===== config.mk =====
export PLATFORM = sky130hd
export DESIGN_NAME = pwm_shadow
export DESIGN_NICKNAME = d
export VERILOG_FILES = /design/src/rtl/pwm_shadow_pkg.sv /design/src/rtl/pwm_ctrl.sv /design/src/rtl/pwm_datapath.sv /design/src/rtl/pwm_shadow.sv
export SDC_FILE = /design/constraint.sdc
export NUM_CORES = 1
export LEC_CHECK = 0
export ABC_AREA = 1
export BUFFER_PORTS_ARGS = -buffer_cell sky130_fd_sc_hd__buf_2
export CAP_MARGIN = 10
export CELL_PAD_IN_SITES_DETAIL_PLACEMENT = 0
export CELL_PAD_IN_SITES_GLOBAL_PLACEMENT = 1
export CORE_ASPECT_RATIO = 1.1
export CORE_MARGIN = 3
export CORE_UTILIZATION = 31
export DETAILED_ROUTE_END_ITERATION = 6
export PLACE_DENSITY_LB_ADDON = 0.1
export SKIP_LAST_GASP = 1
export SLEW_MARGIN = 15
export SYNTH_ARGS = -nofsm -noshare
export SYNTH_HDL_FRONTEND = slang
export SYNTH_HIERARCHICAL = 1
export SYNTH_SLANG_ARGS = --single-unit

===== constraint.sdc =====
create_clock -name clk -period 2.4 [get_ports clk]
set_input_delay 0.48 -clock clk [delete_from_list [all_inputs] [get_ports clk]]
set_output_delay 0.48 -clock clk [all_outputs]
set_load 0.01 [all_outputs]

===== src/rtl/pwm_shadow_pkg.sv =====
package pwm_shadow_pkg;
  localparam logic [1:0] ADDR_COUNT  = 2'd0;
  localparam logic [1:0] ADDR_WIDTH  = 2'd1;
  localparam logic [1:0] ADDR_CTRL   = 2'd2;
  localparam logic [1:0] ADDR_STATUS = 2'd3;

  // control bit positions
  localparam int CTRL_EN    = 0;
  localparam int CTRL_FORCE = 1;
  localparam int CTRL_INV   = 2;

  typedef struct packed {
    logic enable;
    logic invert;
    logic forceLoad;
  } pwmStrobe_t;
endpackage


===== src/rtl/pwm_ctrl.sv =====
module pwm_ctrl
  import pwm_shadow_pkg::*;
#(
  parameter int CNT_W = 8
) (
  input  logic             clk,
  input  logic             rstN,
  input  logic             wrEn,
  input  logic [1:0]       wrAddr,
  input  logic [CNT_W-1:0] wrData,
  input  logic [1:0]       rdAddr,
  input  logic             periodDone,
  output pwmStrobe_t       strobe,
  output logic [CNT_W-1:0] cntShadow,
  output logic [CNT_W-1:0] widShadow,
  output logic [CNT_W-1:0] rdData,
  output logic             stickyDone
);
  logic enReg, invReg;
  logic wrCtrl, wrStat;

  assign wrCtrl = wrEn && (wrAddr == ADDR_CTRL);
  assign wrStat = wrEn && (wrAddr == ADDR_STATUS);

  always_ff @(posedge clk) begin
    if (!rstN) begin
      cntShadow  <= '0;
      widShadow  <= '0;
      enReg      <= 1'b0;
      invReg     <= 1'b0;
      stickyDone <= 1'b0;
    end else begin
      if (wrEn && wrAddr == ADDR_COUNT) cntShadow <= wrData;
      if (wrEn && wrAddr == ADDR_WIDTH) widShadow <= wrData;
      if (wrCtrl) begin
        enReg  <= wrData[CTRL_EN];
        invReg <= wrData[CTRL_INV];
      end
      if (periodDone)              stickyDone <= 1'b1;
      else if (wrStat && wrData[0]) stickyDone <= 1'b0;
    end
  end

  // force reload acts at the write edge and is never stored
  assign strobe.enable    = enReg;
  assign strobe.invert    = invReg;
  assign strobe.forceLoad = wrCtrl && wrData[CTRL_FORCE];

  always_comb begin
    rdData = '0;
    unique case (rdAddr)
      ADDR_COUNT:  rdData = cntShadow;
      ADDR_WIDTH:  rdData = widShadow;
      ADDR_CTRL: begin
        rdData[CTRL_EN]  = enReg;
        rdData[CTRL_INV] = invReg;
      end
      default:     rdData[0] = stickyDone;
    endcase
  end
endmodule


===== src/rtl/pwm_datapath.sv =====
module pwm_datapath
  import pwm_shadow_pkg::*;
#(
  parameter int CNT_W = 8
) (
  input  logic             clk,
  input  logic             rstN,
  input  logic             tickEn,
  input  pwmStrobe_t       strobe,
  input  logic [CNT_W-1:0] cntShadow,
  input  logic [CNT_W-1:0] widShadow,
  output logic [CNT_W-1:0] cnt,
  output logic             pwmOut,
  output logic             periodDone
);
  localparam logic [CNT_W-1:0] ONE = CNT_W'(1);

  logic [CNT_W-1:0] cntAct, widAct, lastCnt;
  logic             wrap;

  assign lastCnt = (cntAct == '0) ? '0 : cntAct - ONE;
  assign wrap    = (cnt >= lastCnt);

  always_ff @(posedge clk) begin
    if (!rstN) begin
      cnt        <= '0;
      cntAct     <= '0;
      widAct     <= '0;
      periodDone <= 1'b0;
    end else begin
      periodDone <= 1'b0;
      if (strobe.forceLoad || !strobe.enable) begin
        cnt    <= '0;
        cntAct <= cntShadow;
        widAct <= widShadow;
      end else if (tickEn) begin
        if (wrap) begin
          cnt        <= '0;
          cntAct     <= cntShadow;
          widAct     <= widShadow;
          periodDone <= 1'b1;
        end else begin
          cnt <= cnt + ONE;
        end
      end
    end
  end

  assign pwmOut = strobe.enable && ((cnt < widAct) ^ strobe.invert);
endmodule


===== src/rtl/pwm_shadow.sv =====
module pwm_shadow
  import pwm_shadow_pkg::*;
#(
  parameter int CNT_W = 8
) (
  input  logic             clk,
  input  logic             rstN,
  input  logic             tickEn,
  input  logic             wrEn,
  input  logic [1:0]       wrAddr,
  input  logic [CNT_W-1:0] wrData,
  input  logic [1:0]       rdAddr,
  output logic [CNT_W-1:0] rdData,
  output logic             pwmOut,
  output logic             periodDone
);
  pwmStrobe_t       strobe;
  logic [CNT_W-1:0] cntShadow, widShadow, cnt;
  logic             stickyDone;

  pwm_ctrl #(.CNT_W(CNT_W)) uCtrl (
    .clk(clk), .rstN(rstN), .wrEn(wrEn), .wrAddr(wrAddr), .wrData(wrData),
    .rdAddr(rdAddr), .periodDone(periodDone), .strobe(strobe),
    .cntShadow(cntShadow), .widShadow(widShadow), .rdData(rdData),
    .stickyDone(stickyDone)
  );

  pwm_datapath #(.CNT_W(CNT_W)) uData (
    .clk(clk), .rstN(rstN), .tickEn(tickEn), .strobe(strobe),
    .cntShadow(cntShadow), .widShadow(widShadow), .cnt(cnt),
    .pwmOut(pwmOut), .periodDone(periodDone)
  );
endmodule


---- After elaboration in Yosys (flattened, before gate mapping) ----
Index checks and enable logic that the tools add are counted.
operators by class
  add/subtract/negate cells ............... 2
  $lt $le $gt $ge ......................... 2
  eq/ne operators ......................... 5
  muxes and demuxes ....................... 15
  bitwise gates (word level) .............. 3
  reductions and logical operators ........ 18
operators by type and width
  kind                   count
  $mux W8                8
  $pmux W5 S2            1
  $add A8 B1 Y8 const B  1
  $ge A8 B8 Y1           1
  $logic_not A8 Y1       1
  $lt A8 B8 Y1           1
  $sub A8 B1 Y8 const B  1
  $logic_and A1 B1 Y1    7
  $eq A2 B2 Y1 const B   3
  $pmux W1 S3            2
  $reduce_bool A2 Y1     3
  $eq A2 B1 Y1 const B   2
  $logic_not A2 Y1       2
  $mux W1                3
  $reduce_or A3 Y1       1
  $not A1 Y1             2
  $pmux W1 S2            1
  $reduce_and A2 Y1      1
  $reduce_or A2 Y1       1
  $logic_not A1 Y1       1
  $logic_or A1 B1 Y1     1
  $xor A1 B1 Y1          1
storage, ports and cells
  register bits after elaboration ......... 44

---- Depth between registers and ports, before layout ----
Gate-level depths: netlist (run 1).
  depth after elaboration ................. 6
  mapped depth ............................ 19

---- Hierarchy ----
The synthesis (run 1) kept the hierarchy.
modules (own cells, without submodules)
  module        times used  cells each  area each (µm²)  sequential area each (µm²)
  pwm_datapath  1           251         1785.5           500.5
  pwm_ctrl      1           110         812.0            380.4

---- Worst setup path after synthesis (run 1) ----
OpenSTA, ideal clock, no wires.
  path type ............................... register to register
  from .................................... register uData.cntAct[0]
  to ...................................... register uData.cntAct[4]
  arrival time ............................ 2.125 ns
  slack ................................... 0.160 ns
  stages on the path, launching flop included .. 18
  buffers on the path ..................... 1
  cell sequence ........................... dfxtp_1 inv_1 ha_1 nand2_1 nor3_2 nand3_2 inv_2 or2_2 ha_1 nand2_1 nor2_1 nor2_1 nand2_1 nand2_2 nand3_4 buf_6 a21oi_1 nor2_1
on the way
  longest elaborated chain between the ends .. 5
  elaborated cells between the ends (all ways) .. 6
  classes of those cells .................. add/sub (1); order compare (1); mux (1); reduce/logical (3)
RTL lines
  item                                               line                text
  from (decl)                                        pwm_datapath.sv:18  logic [CNT_W-1:0] cntAct, widAct, lastCnt;
  from (signal assigned)                             pwm_datapath.sv:34  cntAct <= cntShadow;
  from (signal assigned)                             pwm_datapath.sv:39  cntAct <= cntShadow;
  $sub A8 B1 Y8 or $logic_not A8 Y1 (tied branches)  pwm_datapath.sv:21  assign lastCnt = (cntAct == '0) ? '0 : cntAct - ONE;
  $mux W8 *                                          pwm_datapath.sv:21
  $ge A8 B8 Y1 *                                     pwm_datapath.sv:22  assign wrap = (cnt >= lastCnt);
  $reduce_bool A2 Y1 (no line) *                     -
  $reduce_and A2 Y1 (no line) *                      -
Mark *: on every way between the ends. The rest lies on a longest branch, timed or not.
A chain may end at the register's enable or synchronous reset.

---- Worst setup path in the final report (run 1) ----
  from .................................... register uData.cntAct[0]
  to ...................................... register uData.cntAct[0]
Same word-level chain as after synthesis.

==> results of run 1 <==
area by class of cell:
| type | instances | area share (%) |
|---|---|---|
| Tap cell | 108 | 4.11 |
| Timing Repair Buffer | 42 | 10.7 |
| Multi-Input combinational cell | 258 | 49.0 |
| Sequential cell | 44 | 27.0 |
| Inverter | 48 | 5.49 |
| Clock buffer | 6 | 2.51 |
| Clock inverter | 2 | 1.18 |
report_power, final:
group          internal, mW  switching, mW  total, mW
clock network         0.341          0.267      0.607
logic                 0.230          0.274      0.504
registers             0.766         0.0339      0.800
total                  1.34          0.575       1.91
critical path, stage by stage, from the launching register on:
cell and delay (ns):
dfxtp_2 0.33, buf_6 0.12, nor2_4 0.07, nand2_2 0.07, nor3_4 0.13, nand2_2 0.09, nor3_2 0.19, o22ai_2 0.10
ha_1 0.32, a21o_1 0.19, nor2_4 0.14, nand3_4 0.18, clkbuf_16 0.22, a21oi_1 0.11, nor2_1 0.05
metal layers:
layer	vias up	wire length (um)
met3	8	162
li1	1232	-
met4	0	110
met1	992	3070
met2	25	3060
met5	-	0
per-stage QoR:
stage / std cells / hold WS, ns / setup TNS (ns) / util, % / power (mW)
finish: 508 / 0.438 / -0.0778 / 40.8 / 1.91
global route: 508 / 0.448 / -2.51 / 40.8 / 2.04
CTS: 502 / 0.429 / -0.0434 / 37.5 / 1.85
detailed placement: 492 / 0.471 / -0.0302 / 35.8 / 1.22
global placement: 492 / 0.465 / 0 / 35.8 / 1.21
floorplan: 361 / 0.445 / 0 / - / 1.10
logic make-up after synthesis:
kind of cell	Yosys count	share of synthesized area [%]
AND/OR/NAND/NOR	178	33.8
AO/OA/AOI/OAI	60	13.0
buffers and inverters	59	10.2
flip-flops	44	33.9
adder cells (fa/ha/maj)	17	8.19
XOR/XNOR	3	1.01
state kept, by name (all words and copies together) (netlist names):
signal            flops
uCtrl/stickyDone      1
uCtrl/widShadow       8
uCtrl/invReg          1
uCtrl/cntShadow       8
uData/periodDone      1
uCtrl/enReg           1
uData/cnt             8
uData/widAct          8
uData/cntAct          8
cell usage after synthesis:
library cell / count
o22ai_1: 1
xnor2_1: 2
a31o_2: 1
buf_4: 4
nor2_4: 2
or2_2: 3
nor3_2: 2
xor2_1: 1
a22o_1: 6
buf_6: 3
nand4_1: 1
ha_1: 17
a21oi_2: 1
or2_0: 1
a21o_1: 1
nand2_2: 4
nand3_1: 9
o21ai_0: 22
nand3_4: 1
nor2_2: 4
nor3_1: 4
buf_2: 4
a21oi_1: 26
inv_1: 43
dfxtp_1: 44
nand2_1: 59
o21ai_1: 1
nand3_2: 19
nor2_1: 69
o21a_1: 1
inv_2: 5
repair_timing:
item / 4_1_cts / 5_1_grt
cloned: 0 / 4
buffers inserted: 2 / 2
setup endpoints to repair: 7 / 26
pin swaps: 4 / 22
resized for setup: 1 / 42
path summary, 6_finish.rpt:
check	slack (ns)	depth (start not counted)	end	startpoint
hold / removal	0.44	3	uCtrl/widShadow[7]	wrData[7]
setup reg to reg	-0.02	14	uData/cntAct[0]	uData/cntAct[0]
setup / recovery	-0.02	14	uData/cntAct[0]	uData/cntAct[0]
hold reg to reg	0.49	2	uData/widAct[1]	uData/widAct[1]
==> summary.txt, run 1 <==
Die Area: 9510 um^2
Pre-CTS setup slack: -0.0175 ns
Dpl cell area: 2880 um^2
Antenna Nets Post-Route: 0
Antenna violations before repair: 0
Layout cells sized above 1: 31.3%
Htree depth: 2
Input/output buffers: 25
Number of global-route vias before repair: 2,043
DRC Markers: 0
Starting density of the core: 32.3%
Core area: 8040 um^2
Routing usage on met1: 17.4%
Met3 usage: 2.58%
Pleak: 1.57 nW
CTS sink cnt: 44
Root Buffer: clkbuf_8
Dpl hpwl: 4.80 mm
Slew at the pin closest to its max-slew limit: 0.403 ns
Cell variety after synth: 31
Syn Area/Cell: 7.20 um^2
Slack of the critical path: -0.0231 ns
Wire length per cell: 12.6 um
Commonest cells after routing, fill and taps aside: 66 x nor2_1, 55 x nand2_1, 41 x inv_1, 41 x dfxtp_1, 25 x buf_2
Critical Path RT: 2.60 ns
Critical path launch point type: register
Fin nets: 432
Total detailed-routing wirelength: 6.40 mm
Critical path class: reg2reg
RSZ-0062 raised after global routing: true
Number of diodes: 0
Slew HR: 73.1%
Seq/Total Area, Yosys: 33.9%
Number of fill cells: 860
Failing checks: setup timing
Via count: 2,257
Status: complete, but fails checks
CP Data Arrival Time: 2.62 ns
Syn_nets: 394
# setup viols final: 8
Critical path peak fanout: 6
Final worst-path cycle share: 101%
Bufs on Longest Clock Path: 2
CTS tree: built
Global route total overflow: 0
Seq. cell area: 887 um^2
Largest net degree at the start of global routing: 33
FMAX: 413 MHz
Peak supply drop: 0.301 mV
Clock buffer count from CTS: 5
Most common cell after layout, fill and taps aside: nor2_1
Drt first pass iters: 4
Total track usage: 13.7%
Mapped Area: 2600 um^2
Max Cap Viol: 0
Skew final: 0.00951 ns
Synthesized flop and latch total: 44
Post-Syn Instances: 361
Synth top area cells: dfxtp_1 34%, nor2_1 10%, nand2_1 8.5%
Multi-input logic area: 1610 um^2
First-pass GRT wire length: 10.2 mm
P&R area growth vs syn: 26.4%
Routability cong.: 0.736
Tmin final: 2.42 ns
Rows: 34
Worst-Skew Late Latency: 0.30 ns
Share of the synthesized area in the top cell type: 33.9%
I/O pins: 26
Drt initial violations: 100
Ys Warns: 6
DIE HEIGHT: 102 um
Via density: 4.44
Fin. max-slew vios: 0
Pwr per Cell Area: 582 nW/um^2
Final Hold Viols: 0
Die W: 93.3 um
Min-delay worst type: in2reg
Register clock-pin slew on the reported worst setup and hold paths: 0.09 ns
CTS Hold Buffers Added: 0
Largest area contributor in the synthesized netlist: dfxtp_1
Endpoint type of the worst setup path: register
Final Cell Area: 3280 um^2
Busiest grt layer: met2
Grt met2 use: 23.3%
Power figures use the tool's default switching activity.
==> run 2, diff against run 1 <==
--- a/config.mk
+++ b/config.mk
@@ -11,7 +11,6 @@
 export CELL_PAD_IN_SITES_DETAIL_PLACEMENT = 0
 export CELL_PAD_IN_SITES_GLOBAL_PLACEMENT = 1
 export CORE_ASPECT_RATIO = 1.1
-export CORE_MARGIN = 3
 export CORE_UTILIZATION = 31
 export DETAILED_ROUTE_END_ITERATION = 6
 export PLACE_DENSITY_LB_ADDON = 0.1
==> constraint.sdc (replaced) <==
create_clock -name clk -period 2.7 [get_ports clk]
set_input_delay 0.54 -clock clk [delete_from_list [all_inputs] [get_ports clk]]
set_output_delay 0.54 -clock clk [all_outputs]
set_load 0.01 [all_outputs]
==> run 2 against run 1 <==
  * The run now ends clean
  * Cell area decreased by 10%
  * Cell count down 2.8%
  * Worst hold slack improved by 0.046 ns
  * Critical endpoint is now uData/cntAct[3]
==> summary.txt, run 2 (synthesis results as in run 1) <==
Via count: 2,180
Min-delay src: uCtrl/stickyDone
Slew HR: 73.4%
Via density: 4.41
Post-CTS setup buffer count: 0
CP Data Arrival Time: 2.63 ns
Antenna violations before repair: 0
Slack of the critical path: 0.261 ns
Routability cong.: 0.744
Largest net degree at the start of global routing: 33
Drt first pass iters: 4
Peak supply drop: 0.228 mV
Antenna Nets Post-Route: 0
Status: finished, final reports clean
Dpl cell area: 2810 um^2
Max Cap Viol: 0
Rows: 34
Pre-CTS setup slack: 0.227 ns
CTS sink cnt: 44
Global route total overflow: 0
Die W: 89.3 um
Number of diodes: 0
Clock share of power: 34.8%
Skew final: 0.00724 ns
I/O pins: 26
Final Cell Area: 2940 um^2
Sw Share: 28.5%
Commonest cells after routing, fill and taps aside: 69 x nor2_1, 59 x nand2_1, 43 x inv_1, 43 x dfxtp_1, 26 x a21oi_1
P&R area growth vs syn: 13.3%
CTS Hold Buffers Added: 0
Critical Path RT: 2.89 ns
Placed cell count: 486
Combinational Power Share: 20.7%
Psw: 455 uW
Bufs on Longest Clock Path: 2
Critical path class: reg2reg
Die Area: 8750 um^2
DIE HEIGHT: 98.0 um
Drt initial violations: 94
First-pass GRT wire length: 9.74 mm
Clock buffer count from CTS: 5
Starting density of the core: 32.5%
Input/output buffers: 25
Endpoint type of the worst setup path: register
Total track usage: 14.5%
Wire length per cell: 11.7 um
Reg2reg end: uData/cntAct[3]
CTS tree: built
R2r startpoint: uData/cntAct[0]
Number of global-route vias before repair: 2,039
Final worst-path cycle share: 90.3%
Internal power: 1.14 mW
Slew at the pin closest to its max-slew limit: 0.399 ns
Flop pwr share: 44.4%
# setup viols final: 0
Most common cell after layout, fill and taps aside: nor2_1
Number of fill cells: 913
Htree depth: 2
Dpl hpwl: 4.55 mm
Design Power: 1.60 mW
Tmin final: 2.44 ns
Layout Cells excl Fill: 494
Critical path launch point type: register
Worst-Skew Late Latency: 0.30 ns
Pwr per Cell Area: 542 nW/um^2
Total detailed-routing wirelength: 5.79 mm
Layout cells sized above 1: 20.5%
Worst r2r path cells: 18
DRC Markers: 0
Root Buffer: clkbuf_8
Core area: 8000 um^2
Hold Crit Endpoint: uCtrl/stickyDone
RSZ-0062 raised after global routing: false
Hold Path Depth: 2
Worst reg2reg setup slack: 0.26 ns
FMAX: 410 MHz
Pleak: 1.45 nW
Register clock-pin slew on the reported worst setup and hold paths: 0.08 ns
Setup TNS: 0 ns
Critical path peak fanout: 32
Final Hold Viols: 0
Fin. max-slew vios: 0
Fin nets: 418
Min-delay worst type: reg2reg
run 2: worst max-delay path, stage by stage, from the launching register on:
cell and delay (ns):
dfxtp_2 0.36, inv_1 0.05, ha_1 0.21, nand2_1 0.14, nor3_4 0.06, nand3_2 0.10, inv_2 0.05, or2_2 0.27
ha_1 0.30, nand2_1 0.05, nor2_1 0.08, nor2_1 0.04, nand2_1 0.07, nand2_2 0.08, nand3_4 0.07, buf_12 0.20
nand3_1 0.10, nand2_1 0.08, nor2_1 0.04
run 2: layout make-up:
type	instances	area, um^2	share of cell area (%)
flip-flops and latches	44	882	30.0
well taps	108	135	4.59
multi-input cells	258	1460	49.6
clock inverters	1	30.0	1.02
repair buffers	28	160	5.44
clock buffers	7	96.3	3.27
inverters	48	180	6.12
run 2: worst max path at each step:
stage	startpoint	end	cells after the start
floorplan	uData/cntAct[0]	uData/cntAct[4]	17
global placement	uData/cntAct[0]	uData/widAct[3]	18
detailed placement	uData/cntAct[0]	uData/widAct[3]	18
CTS	uData/cntAct[0]	uData/widAct[3]	18
global route	uData/cntAct[0]	uData/widAct[4]	16
finish	uData/cntAct[0]	uData/cntAct[3]	18
run 2: power groups by stage:
| stage | Sequential (mW) | Clock, mW | Combinational, mW |
|---|---|---|---|
| floorplan | 0.715 | 0 | 0.260 |
| global placement | 0.724 | 0 | 0.333 |
| detailed placement | 0.724 | 0 | 0.336 |
| CTS | 0.709 | 0.574 | 0.337 |
| global route | 0.715 | 0.605 | 0.385 |
| finish | 0.709 | 0.556 | 0.331 |
run 2: per-layer routing:
layer	global-route usage [%]	share of wire (%)	vias up
li1	-	-	1203
met1	19.3	50	939
met2	23.1	46	32
met3	2.96	3.1	6
met4	4.76	1.3	0
met5	0	0	-
run 2: through the flow:
stage / utilization [%] / hold WS, ns
finish: 36.8 / 0.484
global route: 36.8 / 0.505
CTS: 36.7 / 0.490
detailed placement: 35.1 / 0.472
global placement: 35.1 / 0.464
floorplan: - / 0.445
run 2: repair_timing:
item / 4_1_cts / 5_1_grt
endpoints found under the setup margin: 0 / 5
endpoints found under the hold margin: 0 / 0
resized for setup: 0 / 2
==> run 3, diff against run 2 <==
==> constraint.sdc (replaced) <==
create_clock -name clk -period 3.1 [get_ports clk]
set_input_delay 0.62 -clock clk [delete_from_list [all_inputs] [get_ports clk]]
set_output_delay 0.62 -clock clk [all_outputs]
set_load 0.01 [all_outputs]
==> run 3 against run 2 <==
  * Total power fell by 15%
  * Cell area fell by 1.7%
  * Non-clock buffer count fell by 2
  * Register-to-register slack better by 0.16 ns
  * Sequential share of layout area increased by 0.48 points
  * Setup slack gained 0.16 ns
  * Clock skew hardly changed
  * Sequential cell count unchanged
  * Via count is 1.6% higher
  * Combinational power fell by 15%
==> summary.txt, run 3 (synthesis results as in run 1) <==
CTS tree: built
Clock buffer count from CTS: 5
DIE HEIGHT: 98.0 um
Number of fill cells: 946
Register clock-pin slew on the reported worst setup and hold paths: 0.09 ns
Drt first pass iters: 4
Tmin final: 2.68 ns
Final Hold Viols: 0
Drt initial violations: 75
Slew at the pin closest to its max-slew limit: 0.579 ns
Slew HR: 61.4%
Die W: 89.3 um
Pleak: 1.42 nW
Input/output buffers: 25
Endpoint type of the worst setup path: register
Final worst-path cycle share: 86.4%
Total track usage: 14.8%
Layout cells sized above 1: 19.8%
Worst-Skew Late Latency: 0.30 ns
Fin nets: 416
First-pass GRT wire length: 9.94 mm
Post-CTS setup buffer count: 0
Dpl hpwl: 4.47 mm
Fin. max-slew vios: 0
Root Buffer: clkbuf_8
I/O pins: 26
Setup TNS: 0 ns
Most common cell after layout, fill and taps aside: nor2_1
Peak supply drop: 0.166 mV
Final core utilization: 36.2%
Critical Path RT: 3.30 ns
CTS Hold Buffers Added: 0
Number of diodes: 0
Critical path class: reg2reg
Rows: 34
CTS sink cnt: 44
Via count: 2,214
Post-CTS sizing: 0
Global route total overflow: 0
P&R area growth vs syn: 11.4%
CP Data Arrival Time: 2.87 ns
Routability cong.: 0.749
FMAX: 374 MHz
Core area: 8000 um^2
Design Power: 1.35 mW
Min-delay worst type: reg2reg
Number of global-route vias before repair: 2,059
Largest net degree at the start of global routing: 37
Antenna violations before repair: 0
Starting density of the core: 32.5%
Die Area: 8750 um^2
DRC Markers: 0
Total detailed-routing wirelength: 5.89 mm
Max Cap Viol: 0
RSZ-0062 raised after global routing: false
Seq. cell area: 881 um^2
Status: finished, final reports clean
# setup viols final: 0
Multi-input logic area: 1450 um^2
Antenna Nets Post-Route: 0
Commonest cells after routing, fill and taps aside: 69 x nor2_1, 59 x nand2_1, 44 x dfxtp_1
Skew final: 0.00754 ns
Critical path launch point type: register
Pwr per Cell Area: 467 nW/um^2
Via density: 4.50
Bufs on Longest Clock Path: 2
Wire length per cell: 12.0 um
Critical path peak fanout: 32
Htree depth: 2
[run 3: path summary, 6_finish.rpt]
| path | from | to | slack (ns) | depth (start not counted) |
|---|---|---|---|---|
| hold reg to reg | uData/cntAct[1] | uData/cntAct[1] | 0.49 | 2 |
| hold / removal | uData/cntAct[1] | uData/cntAct[1] | 0.49 | 2 |
| setup / recovery | uData/cntAct[0] | uData/widAct[7] | 0.42 | 16 |
| setup reg to reg | uData/cntAct[0] | uData/widAct[7] | 0.42 | 16 |
[run 3: cell type report]
class | instances | area share [%]
clock buffer | 5 | 2.38
clock inverter | 3 | 1.47
inverter | 48 | 6.23
multi-input combinational | 258 | 50.2
sequential | 44 | 30.4
tap | 108 | 4.67
timing repair buffer | 26 | 4.58
[run 3: per-stage QoR]
| step | hold slack [ns] | cell area [um^2] | cells | worst slack, ns |
|---|---|---|---|---|
| floorplan | 0.445 | 2600 | 361 | 0.860 |
| global placement | 0.461 | 2780 | 484 | 0.456 |
| detailed placement | 0.469 | 2780 | 484 | 0.428 |
| CTS | 0.492 | 2890 | 492 | 0.411 |
| global route | 0.515 | 2890 | 492 | 0.142 |
| finish | 0.487 | 2890 | 492 | 0.423 |
[run 3: routing by layer]
metal	wire, um	up-vias	global-route usage [%]	part of all wire (%)
li1	-	1197	-	-
met5	0	-	0	0
met1	2930	984	19.6	50
met2	2720	26	23.6	46
met3	163	7	3.13	2.8
met4	81	0	4.76	1.4
[run 3: report_power, final]
| part | leakage (nW) | switching [mW] | internal, mW |
|---|---|---|---|
| clock | 0.0541 | 0.214 | 0.239 |
| sequential | 0.359 | 0.0232 | 0.593 |
| combinational | 1.01 | 0.172 | 0.110 |
[run 3: worst max-delay path: stages, from the launching register on]
cell	delay, ns
dfxtp_1	0.38
inv_1	0.06
ha_1	0.21
nand2_1	0.11
nor3_2	0.07
nand3_2	0.10
inv_2	0.05
or2_2	0.27
ha_1	0.29
nand2_1	0.07
nor2_1	0.04
nor2_1	0.07
nand2_1	0.07
nand2_2	0.09
nand3_4	0.36
a21oi_1	0.27
nor2_1	0.06
